### config.mk
export PLATFORM = sky130hd
export DESIGN_NAME = dma_engine
export DESIGN_NICKNAME = d
export VERILOG_FILES = /design/src/rtl/dma_pkg.sv /design/src/rtl/dma_chan.sv /design/src/rtl/dma_arb.sv /design/src/rtl/dma_engine.sv
export SDC_FILE = /design/constraint.sdc
export NUM_CORES = 1
export LEC_CHECK = 0
export CORE_ASPECT_RATIO = 1.75
export CORE_MARGIN = 2
export CORE_UTILIZATION = 40
export DETAILED_ROUTE_END_ITERATION = 6
export SYNTH_ARGS = -nofsm -noshare
export SYNTH_HDL_FRONTEND = slang
export SYNTH_SLANG_ARGS = --single-unit
### constraint.sdc
create_clock -name clk -period 4.5 [get_ports clk]
set_clock_uncertainty 0.1 [all_clocks]
set_input_delay 0.675 -clock clk [delete_from_list [all_inputs] [get_ports clk]]
set_output_delay 0.675 -clock clk [all_outputs]
set_load 0.01 [all_outputs]
### src/rtl/dma_pkg.sv
package dma_pkg;

    typedef enum logic [1:0] {
        ST_IDLE,
        ST_READ,
        ST_WRITE,
        ST_GAP
    } dma_state_e;

    localparam logic [1:0] PM_INC = 2'b01;
    localparam logic [1:0] PM_DEC = 2'b10;

    // idle slots inserted after each write for a bandwidth setting
    function automatic logic [2:0] gap_of(input logic [1:0] bw);
        unique case (bw)
            2'b00:   gap_of = 3'd0;
            2'b01:   gap_of = 3'd1;
            2'b10:   gap_of = 3'd2;
            default: gap_of = 3'd6;
        endcase
    endfunction

endpackage

### src/rtl/dma_chan.sv
module dma_chan
    import dma_pkg::*;
#(
    parameter int AW = 16,
    parameter int CW = 8
) (
    input  logic          clk,
    input  logic          rst_n,
    input  logic          load_i,
    input  logic [AW-1:0] src_i,
    input  logic [AW-1:0] dst_i,
    input  logic [CW-1:0] cnt_i,
    input  logic [1:0]    smode_i,
    input  logic [1:0]    dmode_i,
    input  logic          ie_i,
    input  logic          wen_i,
    input  logic          step_i,
    output logic          active_o,
    output logic [AW-1:0] src_o,
    output logic [AW-1:0] dst_o,
    output logic          ie_o,
    output logic          wen_o,
    output logic          last_o
);

    localparam int RW = CW + 1;

    logic [RW-1:0] remain;
    logic [1:0]    smode_q, dmode_q;

    function automatic logic [AW-1:0] advance(input logic [AW-1:0] a, input logic [1:0] m);
        if (m == PM_INC)      advance = a + AW'(1);
        else if (m == PM_DEC) advance = a - AW'(1);
        else                  advance = a;
    endfunction

    always_ff @(posedge clk or negedge rst_n) begin
        if (!rst_n) begin
            active_o <= 1'b0;
            src_o    <= '0;
            dst_o    <= '0;
            remain   <= '0;
            smode_q  <= '0;
            dmode_q  <= '0;
            ie_o     <= 1'b0;
            wen_o    <= 1'b0;
        end else if (load_i) begin
            active_o <= 1'b1;
            src_o    <= src_i;
            dst_o    <= dst_i;
            remain   <= (cnt_i == '0) ? (RW'(1) << CW) : RW'(cnt_i);
            smode_q  <= smode_i;
            dmode_q  <= dmode_i;
            ie_o     <= ie_i;
            wen_o    <= wen_i;
        end else if (step_i) begin
            src_o  <= advance(src_o, smode_q);
            dst_o  <= advance(dst_o, dmode_q);
            remain <= remain - RW'(1);
            if (remain == RW'(1)) active_o <= 1'b0;
        end
    end

    assign last_o = (remain == RW'(1));

    // a channel only disarms through its final byte
    a_r4_retire_on_step: assert property (@(posedge clk) disable iff (!rst_n)
        $fell(active_o) |-> $past(step_i));

endmodule

### src/rtl/dma_arb.sv
module dma_arb #(
    parameter int NCH = 4,
    parameter int IW  = 2
) (
    input  logic [NCH-1:0] req_i,
    output logic [NCH-1:0] gnt_o,
    output logic [IW-1:0]  idx_o,
    output logic           any_o
);

    always_comb begin
        gnt_o = '0;
        idx_o = '0;
        for (int i = NCH - 1; i >= 0; i--) begin
            if (req_i[i]) begin
                gnt_o    = '0;
                gnt_o[i] = 1'b1;
                idx_o    = IW'(i);
            end
        end
    end

    assign any_o = |req_i;

    // at most one winner, and only a requester wins
    always_comb begin
        a_r7_grant_valid: assert ($onehot0(gnt_o) && ((gnt_o & ~req_i) == '0));
    end

endmodule

### src/rtl/dma_engine.sv
module dma_engine
    import dma_pkg::*;
#(
    parameter int NCH = 4,
    parameter int AW  = 16,
    parameter int DW  = 8,
    parameter int CW  = 8,
    localparam int CHW = (NCH > 1) ? $clog2(NCH) : 1
) (
    input  logic           clk,
    input  logic           rst_n,
    input  logic           cfg_load,
    input  logic [CHW-1:0] cfg_ch,
    input  logic [AW-1:0]  cfg_src,
    input  logic [AW-1:0]  cfg_dst,
    input  logic [CW-1:0]  cfg_cnt,
    input  logic [1:0]     cfg_smode,
    input  logic [1:0]     cfg_dmode,
    input  logic           cfg_ie,
    input  logic           cfg_wen,
    input  logic [1:0]     bw_sel,
    input  logic           cpu_wait,
    input  logic [NCH-1:0] dreq,
    input  logic           bus_grant,
    input  logic [DW-1:0]  bus_rdata,
    output logic           bus_req,
    output logic [AW-1:0]  bus_addr,
    output logic           bus_rd,
    output logic           bus_wr,
    output logic [DW-1:0]  bus_wdata,
    output logic [NCH-1:0] ch_active,
    output logic [NCH-1:0] irq
);

    dma_state_e     state, state_nxt;
    logic [CHW-1:0] cur_ch;
    logic [2:0]     gap_cnt;
    logic [2:0]     gap_w;
    logic [DW-1:0]  data_q;

    logic [NCH-1:0] ie_v, wen_v, last_v, step_v, retire, elig, pick_oh;
    logic [AW-1:0]  src_v [NCH];
    logic [AW-1:0]  dst_v [NCH];
    logic [CHW-1:0] pick_idx;
    logic           pick_any, launch;

    for (genvar g = 0; g < NCH; g++) begin : g_chan
        dma_chan #(.AW(AW), .CW(CW)) u_chan (
            .clk      (clk),
            .rst_n    (rst_n),
            .load_i   (cfg_load && (cfg_ch == CHW'(g))),
            .src_i    (cfg_src),
            .dst_i    (cfg_dst),
            .cnt_i    (cfg_cnt),
            .smode_i  (cfg_smode),
            .dmode_i  (cfg_dmode),
            .ie_i     (cfg_ie),
            .wen_i    (cfg_wen),
            .step_i   (step_v[g]),
            .active_o (ch_active[g]),
            .src_o    (src_v[g]),
            .dst_o    (dst_v[g]),
            .ie_o     (ie_v[g]),
            .wen_o    (wen_v[g]),
            .last_o   (last_v[g])
        );
    end

    // a channel retiring in this write cycle must not win the next slot
    always_comb begin
        step_v = '0;
        retire = '0;
        if (state == ST_WRITE) begin
            step_v[cur_ch] = 1'b1;
            retire[cur_ch] = last_v[cur_ch];
        end
    end

    assign elig = ch_active & dreq & ({NCH{~cpu_wait}} | wen_v) & ~retire;

    dma_arb #(.NCH(NCH), .IW(CHW)) u_arb (
        .req_i (elig),
        .gnt_o (pick_oh),
        .idx_o (pick_idx),
        .any_o (pick_any)
    );

    assign gap_w  = gap_of(bw_sel);
    assign launch = bus_grant && pick_any;

    always_comb begin
        state_nxt = state;
        unique case (state)
            ST_IDLE:  state_nxt = launch ? ST_READ : ST_IDLE;
            ST_READ:  state_nxt = ST_WRITE;
            ST_WRITE: state_nxt = (gap_w != 3'd0) ? ST_GAP
                                : (launch ? ST_READ : ST_IDLE);
            ST_GAP:   state_nxt = (gap_cnt != 3'd1) ? ST_GAP
                                : (launch ? ST_READ : ST_IDLE);
            default:  state_nxt = ST_IDLE;
        endcase
    end

    always_ff @(posedge clk or negedge rst_n) begin
        if (!rst_n) begin
            state   <= ST_IDLE;
            cur_ch  <= '0;
            gap_cnt <= '0;
            data_q  <= '0;
            irq     <= '0;
        end else begin
            state <= state_nxt;
            if (state_nxt == ST_READ) cur_ch <= pick_idx;
            if (state == ST_WRITE)    gap_cnt <= gap_w;
            else if (state == ST_GAP) gap_cnt <= gap_cnt - 3'd1;
            if (state == ST_READ)     data_q <= bus_rdata;
            irq <= retire & ie_v;
        end
    end

    always_comb begin
        bus_rd    = 1'b0;
        bus_wr    = 1'b0;
        bus_addr  = '0;
        bus_wdata = data_q;
        bus_req   = 1'b0;
        unique case (state)
            ST_IDLE:  bus_req = pick_any;
            ST_READ: begin
                bus_req  = 1'b1;
                bus_rd   = 1'b1;
                bus_addr = src_v[cur_ch];
            end
            ST_WRITE: begin
                bus_req  = 1'b1;
                bus_wr   = 1'b1;
                bus_addr = dst_v[cur_ch];
            end
            ST_GAP:   bus_req = (gap_cnt == 3'd1) && pick_any;
            default:  bus_req = 1'b0;
        endcase
    end

    // a read is always followed directly by its write
    a_r1_read_then_write: assert property (@(posedge clk) disable iff (!rst_n)
        bus_rd |=> bus_wr);
    a_r1_strobes_exclusive: assert property (@(posedge clk) disable iff (!rst_n)
        !(bus_rd && bus_wr));
    // write data is the byte captured during the read
    a_r2_data_carried: assert property (@(posedge clk) disable iff (!rst_n)
        bus_rd |=> (bus_wdata == $past(bus_rdata)));
    // throttled settings leave the cycle after a write idle
    a_r5_gap_after_write: assert property (@(posedge clk) disable iff (!rst_n)
        (bus_wr && bw_sel != 2'b00) |=> !bus_rd);
    // a read begins only after a granted cycle
    a_r6_read_granted: assert property (@(posedge clk) disable iff (!rst_n)
        $rose(bus_rd) |-> $past(bus_grant));
    // single-channel, single-cycle interrupt right after a write
    a_r8_irq_onehot: assert property (@(posedge clk) disable iff (!rst_n)
        $onehot0(irq));
    a_r8_irq_after_write: assert property (@(posedge clk) disable iff (!rst_n)
        (|irq) |-> $past(bus_wr));

endmodule

==> results.sh, run 1 <==
export IMPL_root_buffer="clkbuf_16"
export IMPL_cp_start_kind="flip-flop"
export IMPL_drt_total_wl_um=49930
export IMPL_cts_setup_buffers=0
export IMPL_synth_largest_area_cell="dfrtp_1"
export IMPL_hp_class="input port to async pin"
export IMPL_drt_first_pass_iters=6
export IMPL_synthFlopType="dfrtp_1"
export IMPL_vias_per_cell=5.770
export IMPL_power_density_nw_per_um2=755.7
export IMPL_dieArea_sq_um=41180
export IMPL_max_slew_margin_pct=35.45
export IMPL_violations="negative hold slack"
export IMPL_initial_core_util_pct=40.48
export IMPL_cp_arrival_ns=3.38
export IMPL_synth_cell_type_count=72
export IMPL_crit_chain="buf_4, mux4_2, a22oi_1, nor2_1, clkdlybuf4s50_1"
export IMPL_path_max_fanout=20
export IMPL_htreeDepth=1
export IMPL_finalSetupViolations=0
export IMPL_layout_common_cells="nand2_1, dfrtp_1, nor2_1, o21ai_0, a21oi_1"
export IMPL_met1_usage_pct=25.36
export IMPL_ys_top_cells_by_area="dfrtp_1, ha_1, nand2_1, xnor2_1, o21ai_0"
export IMPL_busiest_layer="met2"
export IMPL_syn_nets=2073
export IMPL_hold_viol_final=1
export IMPL_grt_setup_unrepaired="no"
export IMPL_place_congestion=0.8774
export IMPL_cts_sinks=211
export IMPL_final_common_cell="nand2_1"
export IMPL_leakage_nw=7.491
export IMPL_fin_tns_setup_ns=0
export IMPL_synth_xor_area_share_pct=8.091
export IMPL_drive_gt1_share_pct=7.275
export IMPL_synthMuxAreaShare_pct=5.194
export IMPL_hpwl_um=38730
export IMPL_antenna_found_initial=1
export IMPL_grt_usage_pct=24.07
export IMPL_fin_crit_sh_pct=92.36
export IMPL_clk_latency_ns=0.54
export IMPL_clockBufferDepth=3
export IMPL_tightest_slew_ns=0.9682
export IMPL_status="finished, violations left"
export IMPL_post_drt_wl_per_cell_um=20.44
export IMPL_synth_area_sq_um=15800
export IMPL_io_pins=102
export IMPL_fin_hold_ws_ns=-0.001344
export IMPL_fmax_mhz=240.6
export IMPL_cts_repair_resized=0
export IMPL_cp_required_ns=3.72
export IMPL_drt_iter0_markers=754
export IMPL_clkTransAtPathRegs_ns=0.06
export IMPL_seqCellArea_sq_um=5283
export IMPL_io_buffer_count=101
export IMPL_met3_usage_pct=1.916
export IMPL_synth_top_area_share_pct=33.41
export IMPL_syn_area_per_cell_sq_um=8.478
export IMPL_num_vias=14097
export IMPL_core_region_area_sq_um=39040
export IMPL_yosys_register_bits=211
export IMPL_synth_seq_area_share_pct=33.41
export IMPL_worstSetupPathType="flip-flop to output pin"
export IMPL_grt_pass1_wl_um=77480
export IMPL_slowest_delay_ns=0.79
export IMPL_areaGrowthSynthToFinish_pct=15.17
export IMPL_synth_simple_area_share_pct=17.96
export IMPL_cts_hold_buffers=0
export IMPL_synth_top_family_by_area="compound AO/OA/AOI/OAI gates"
export IMPL_vdd_ir_drop_max_mv=0.2954
export IMPL_cts_tree="yes"
export IMPL_fillers=3756
export IMPL_synthArstFlopShare_pct=100.0
export IMPL_critPathSlowestCell="dfrtp_2"
export IMPL_drv_slew=0
export IMPL_post_route_min_period_ns=4.156
export IMPL_grt_remaining_overflow=0
export IMPL_die_w_um=154.3
export IMPL_synth_adder_area_share_pct=11.62
export IMPL_die_h_um=267.0
export IMPL_cts_made_buffers=24
export IMPL_synth_compound_area_share_pct=20.35
export IMPL_dp_slack_ns=0.8159
export IMPL_row_count=96
export IMPL_nets=2144
export IMPL_maxCapViolCount=0
export IMPL_syn_inst=1864
export IMPL_ys_warn_count=0
export IMPL_worst_slack_ns=0.3438
export IMPL_grt_start_max_net_pins=70
export IMPL_use_met2_pct=46.96
export IMPL_grt_pass1_vias=14303
export IMPL_cp_end_kind="output pin"
export IMPL_synth_edff_count=0
export IMPL_drc_errors=0
export IMPL_multi_input_area_sq_um=10010
export IMPL_ant_nets=0
routing by layer:
layer  share of wire (%)  vias up  wire, um
met1                  37     6878     18480
met5                   0        -         0
met3                 3.0      137      1498
li1                    -     6767         -
met4                 5.7        0      2848
met2                  54      315     27110
registers in the layout (all words and copies together), names as in the netlist:
register	flops
cur_ch	2
g_chan.u_chan.dmode_q	8
g_chan.u_chan.ie_o	4
g_chan.u_chan.src_o	64
g_chan.u_chan.wen_o	4
g_chan.u_chan.remain	36
g_chan.u_chan.smode_q	8
gap_cnt	3
bus_wdata	8
state	2
irq	4
g_chan.u_chan.active_o	4
g_chan.u_chan.dst_o	64
per-stage QoR:
| step | hold slack, ns | instance area [sq um] | cells | util, % | total power [mW] |
|---|---|---|---|---|---|
| global route | 0.04833 | 18200 | 2443 | 46.63 | 14.82 |
| finish | -0.001344 | 18200 | 2443 | 46.63 | 13.75 |
| CTS | 0.01931 | 18200 | 2442 | 46.62 | 13.78 |
| floorplan | 0.2794 | 15800 | 1864 | - | 9.292 |
| detailed placement | 0.3598 | 17340 | 2399 | 44.43 | 11.58 |
| global placement | 0.3569 | 17340 | 2399 | 44.43 | 11.38 |
final timing paths:
kind | from | end | slack, ns | cells past startpoint
min | rst_n | bus_wdata[5]$_DFFE_PN0P_ | -0.001 | 1
min in group clk | g_chan[1].u_chan.wen_o$_DFFE_PN0P_ | g_chan[1].u_chan.wen_o$_DFFE_PN0P_ | 0.37 | 2
min reg2reg | g_chan[1].u_chan.wen_o$_DFFE_PN0P_ | g_chan[1].u_chan.wen_o$_DFFE_PN0P_ | 0.37 | 2
max reg2reg | g_chan[3].u_chan.dmode_q[0]$_DFFE_PN0P_ | g_chan[3].u_chan.dst_o[15]$_DFFE_PN0P_ | 0.84 | 12
max in group asynchronous | rst_n | g_chan[0].u_chan.remain[2]$_DFFE_PN0P_ | 3.33 | 2
max | cur_ch[0]$_DFFE_PN0N_ | bus_addr[11] | 0.34 | 5
final cells by class:
cell class	count	share of cell area (%)
Multi-Input combinational cell	1516	54.97
Antenna cell	1	0.01375
Sequential cell	211	29.02
Clock inverter	6	0.5774
Clock buffer	37	4.125
Tap cell	490	3.368
Timing Repair Buffer	130	6.847
Inverter	52	1.072
kinds of logic (layout without fill, tap and decap cells):
family,Yosys count,count (layout)
AO/OA/AOI/OAI,534,534
multiplexers,41,41
other,0,1
AND/OR/NAND/NOR,653,653
XOR/XNOR,146,146
buffers and inverters,137,225
adder cells (fa/ha/maj),142,142
flip-flops,211,211
synth_stat cells, types with 35 or more instances:
library cell  number
a21oi_1          169
nor2_1           199
nand2_1          289
nor3_1            35
o21ai_0          171
xnor2_1          103
ha_1             134
xor2_1            43
clkbuf_1          70
dfrtp_1          211
a31oi_1           42
inv_1             51
report_power, final:
group	switching [mW]	internal, mW	leakage, nW
combinational	4.35	3.73	4.54
clock	0.833	1.31	0.424
sequential	0.879	2.64	2.53
total	6.07	7.69	7.49
worst max-delay path, delay by kind of cell (launching register included):
kind                   cells  cell delay [ns]
buffers and inverters      2             0.97
AOI/OAI and AO/OA          1             0.39
and+or+nand+nor            1             0.09
DFF                        1             0.79
muxes                      1             0.59
Note: power is estimated with default switching activity, not from simulation.
==> run 2, diff against run 1 <==
--- a/config.mk
+++ b/config.mk
@@ -9,6 +9,8 @@
 export CORE_MARGIN = 2
 export CORE_UTILIZATION = 40
 export DETAILED_ROUTE_END_ITERATION = 6
+export GPL_ROUTABILITY_DRIVEN = 0
+export HOLD_SLACK_MARGIN = 0.1
 export SYNTH_ARGS = -nofsm -noshare
 export SYNTH_HDL_FRONTEND = slang
 export SYNTH_SLANG_ARGS = --single-unit
==> results.sh, run 2 (synthesis gave the netlist of run 1 again) <==
export IMPL_fin_total_pwr_mw=13.82
export IMPL_nets=2144
export IMPL_diodes=0
export IMPL_fin_crit_sh_pct=93.91
export IMPL_dieArea_sq_um=41180
export IMPL_root_buffer="clkbuf_16"
export IMPL_layout_common_cells="nand2_1, dfrtp_1, nor2_1, o21ai_0, a21oi_1"
export IMPL_cp_end_kind="output pin"
export IMPL_worstSetupPathType="flip-flop to output pin"
export IMPL_grt_start_max_net_pins=82
export IMPL_clockBufferDepth=3
export IMPL_maxCapViolCount=0
export IMPL_fillers=3787
export IMPL_antenna_found_initial=0
export IMPL_grt_usage_pct=24.36
export IMPL_drt_total_wl_um=50080
export IMPL_cp_start_kind="flip-flop"
export IMPL_final_common_cell="nand2_1"
export IMPL_num_vias=14010
export IMPL_initial_core_util_pct=40.48
export IMPL_max_slew_margin_pct=30.55
export IMPL_row_count=96
export IMPL_drt_iter0_markers=935
export IMPL_clk_latency_ns=0.54
export IMPL_cts_sinks=211
export IMPL_die_w_um=154.3
export IMPL_hold_viol_final=0
export IMPL_grt_pass1_vias=14230
export IMPL_cts_tree="yes"
export IMPL_reg_top3="g_chan.u_chan.dst_o x64, g_chan.u_chan.src_o x64, g_chan.u_chan.remain x36"
export IMPL_finalSetupViolations=0
export IMPL_status="finished, final reports clean"
export IMPL_core_region_area_sq_um=39040
export IMPL_tightest_slew_ns=1.042
export IMPL_io_pins=102
export IMPL_seqCellArea_sq_um=5283
export IMPL_fmax_mhz=236.6
export IMPL_r2r_start="g_chan[0].u_chan.smode_q[0]$_DFFE_PN0P_"
export IMPL_vias_per_cell=5.735
export IMPL_drv_slew=0
export IMPL_drt_first_pass_iters=5
export IMPL_leakage_nw=7.489
export IMPL_cts_repair_resized=0
export IMPL_grt_remaining_overflow=0
export IMPL_power_density_nw_per_um2=759.1
export IMPL_drive_gt1_share_pct=7.373
export IMPL_r2r_slack_ns=0.62
export IMPL_areaGrowthSynthToFinish_pct=15.22
export IMPL_vdd_ir_drop_max_mv=0.2649
export IMPL_cp_required_ns=3.72
export IMPL_io_buffer_count=101
export IMPL_die_h_um=267.0
export IMPL_reg2regPathDepth=11
export IMPL_hpwl_um=38220
export IMPL_drc_errors=0
export IMPL_grt_setup_unrepaired="no"
export IMPL_htreeDepth=1
export IMPL_endpoint="bus_addr[9]"
export IMPL_cp_arrival_ns=3.45
export IMPL_post_drt_wl_per_cell_um=20.50
export IMPL_multi_input_area_sq_um=10010
export IMPL_fin_tns_setup_ns=0
export IMPL_cts_made_buffers=24
export IMPL_hp_class="flip-flop to flip-flop"
export IMPL_crit_start="cur_ch[0]$_DFFE_PN0N_"
export IMPL_path_max_fanout=21
export IMPL_clkTransAtPathRegs_ns=0.07
export IMPL_post_route_min_period_ns=4.226
export IMPL_grt_pass1_wl_um=78500
export IMPL_ant_nets=0
export IMPL_worstReg2RegEnd="g_chan[0].u_chan.src_o[14]$_DFFE_PN0P_"
==> run 2: per-layer routing <==
metal | GRT usage (%) | vias up | wire length, um
met3 | 2.046 | 118 | 1725
met4 | 11.21 | 0 | 2389
met2 | 47.46 | 355 | 27290
li1 | - | 6788 | -
met1 | 26.37 | 6749 | 18670
met5 | 0 | - | 0
==> run 2: stage by stage <==
step	cells	instance area, sq um	util, %	hold slack (ns)	setup WS [ns]
2_1_floorplan	1864	15800	-	0.2794	1.259
3_3_place_gp	2398	17340	44.41	0.3578	0.8082
3_5_place_dp	2398	17340	44.41	0.3648	0.7262
4_1_cts	2443	18210	46.65	0.3808	0.2068
5_1_grt	2443	18210	46.65	0.4165	0.04693
6_report	2443	18210	46.65	0.3851	0.2742
==> run 2: cell type report <==
class                      instances  share of cell area [%]
multi-input combinational       1516                   54.95
sequential                       211                   29.01
timing repair buffer             130                   6.857
clock buffer                      31                   3.779
tap                              490                   3.367
inverter                          52                   1.072
clock inverter                    13                  0.9688
==> run 2: worst min path at each step <==
stage	from	to	slack [ns]	cells past startpoint
after floorplan	rst_n	bus_wdata[0]$_DFFE_PN0P_	0.28	0
after global placement	g_chan[1].u_chan.wen_o$_DFFE_PN0P_	g_chan[1].u_chan.wen_o$_DFFE_PN0P_	0.36	2
after detailed placement	g_chan[1].u_chan.wen_o$_DFFE_PN0P_	g_chan[1].u_chan.wen_o$_DFFE_PN0P_	0.36	2
after CTS	g_chan[1].u_chan.wen_o$_DFFE_PN0P_	g_chan[1].u_chan.wen_o$_DFFE_PN0P_	0.38	2
after global routing	g_chan[3].u_chan.dmode_q[0]$_DFFE_PN0P_	g_chan[3].u_chan.dmode_q[0]$_DFFE_PN0P_	0.42	2
final	g_chan[1].u_chan.wen_o$_DFFE_PN0P_	g_chan[1].u_chan.wen_o$_DFFE_PN0P_	0.39	2
==> run 2: power breakdown <==
part           switching [mW]  internal [mW]
registers               0.872           2.64
logic                    4.38           3.73
clock network           0.881           1.31
==> run 2: worst max-delay path, stage by stage (launching register included) <==
cell,delay [ns]
dfrtp_2,0.78
buf_4,0.51
mux4_2,0.61
a22oi_1,0.42
nor2_1,0.08
clkdlybuf4s50_1,0.49
==> run 2: timing repair <==
item,in CTS,in global routing
setup buffers,0,0
hold buffers,1,0
endpoints found under the hold margin,67,0
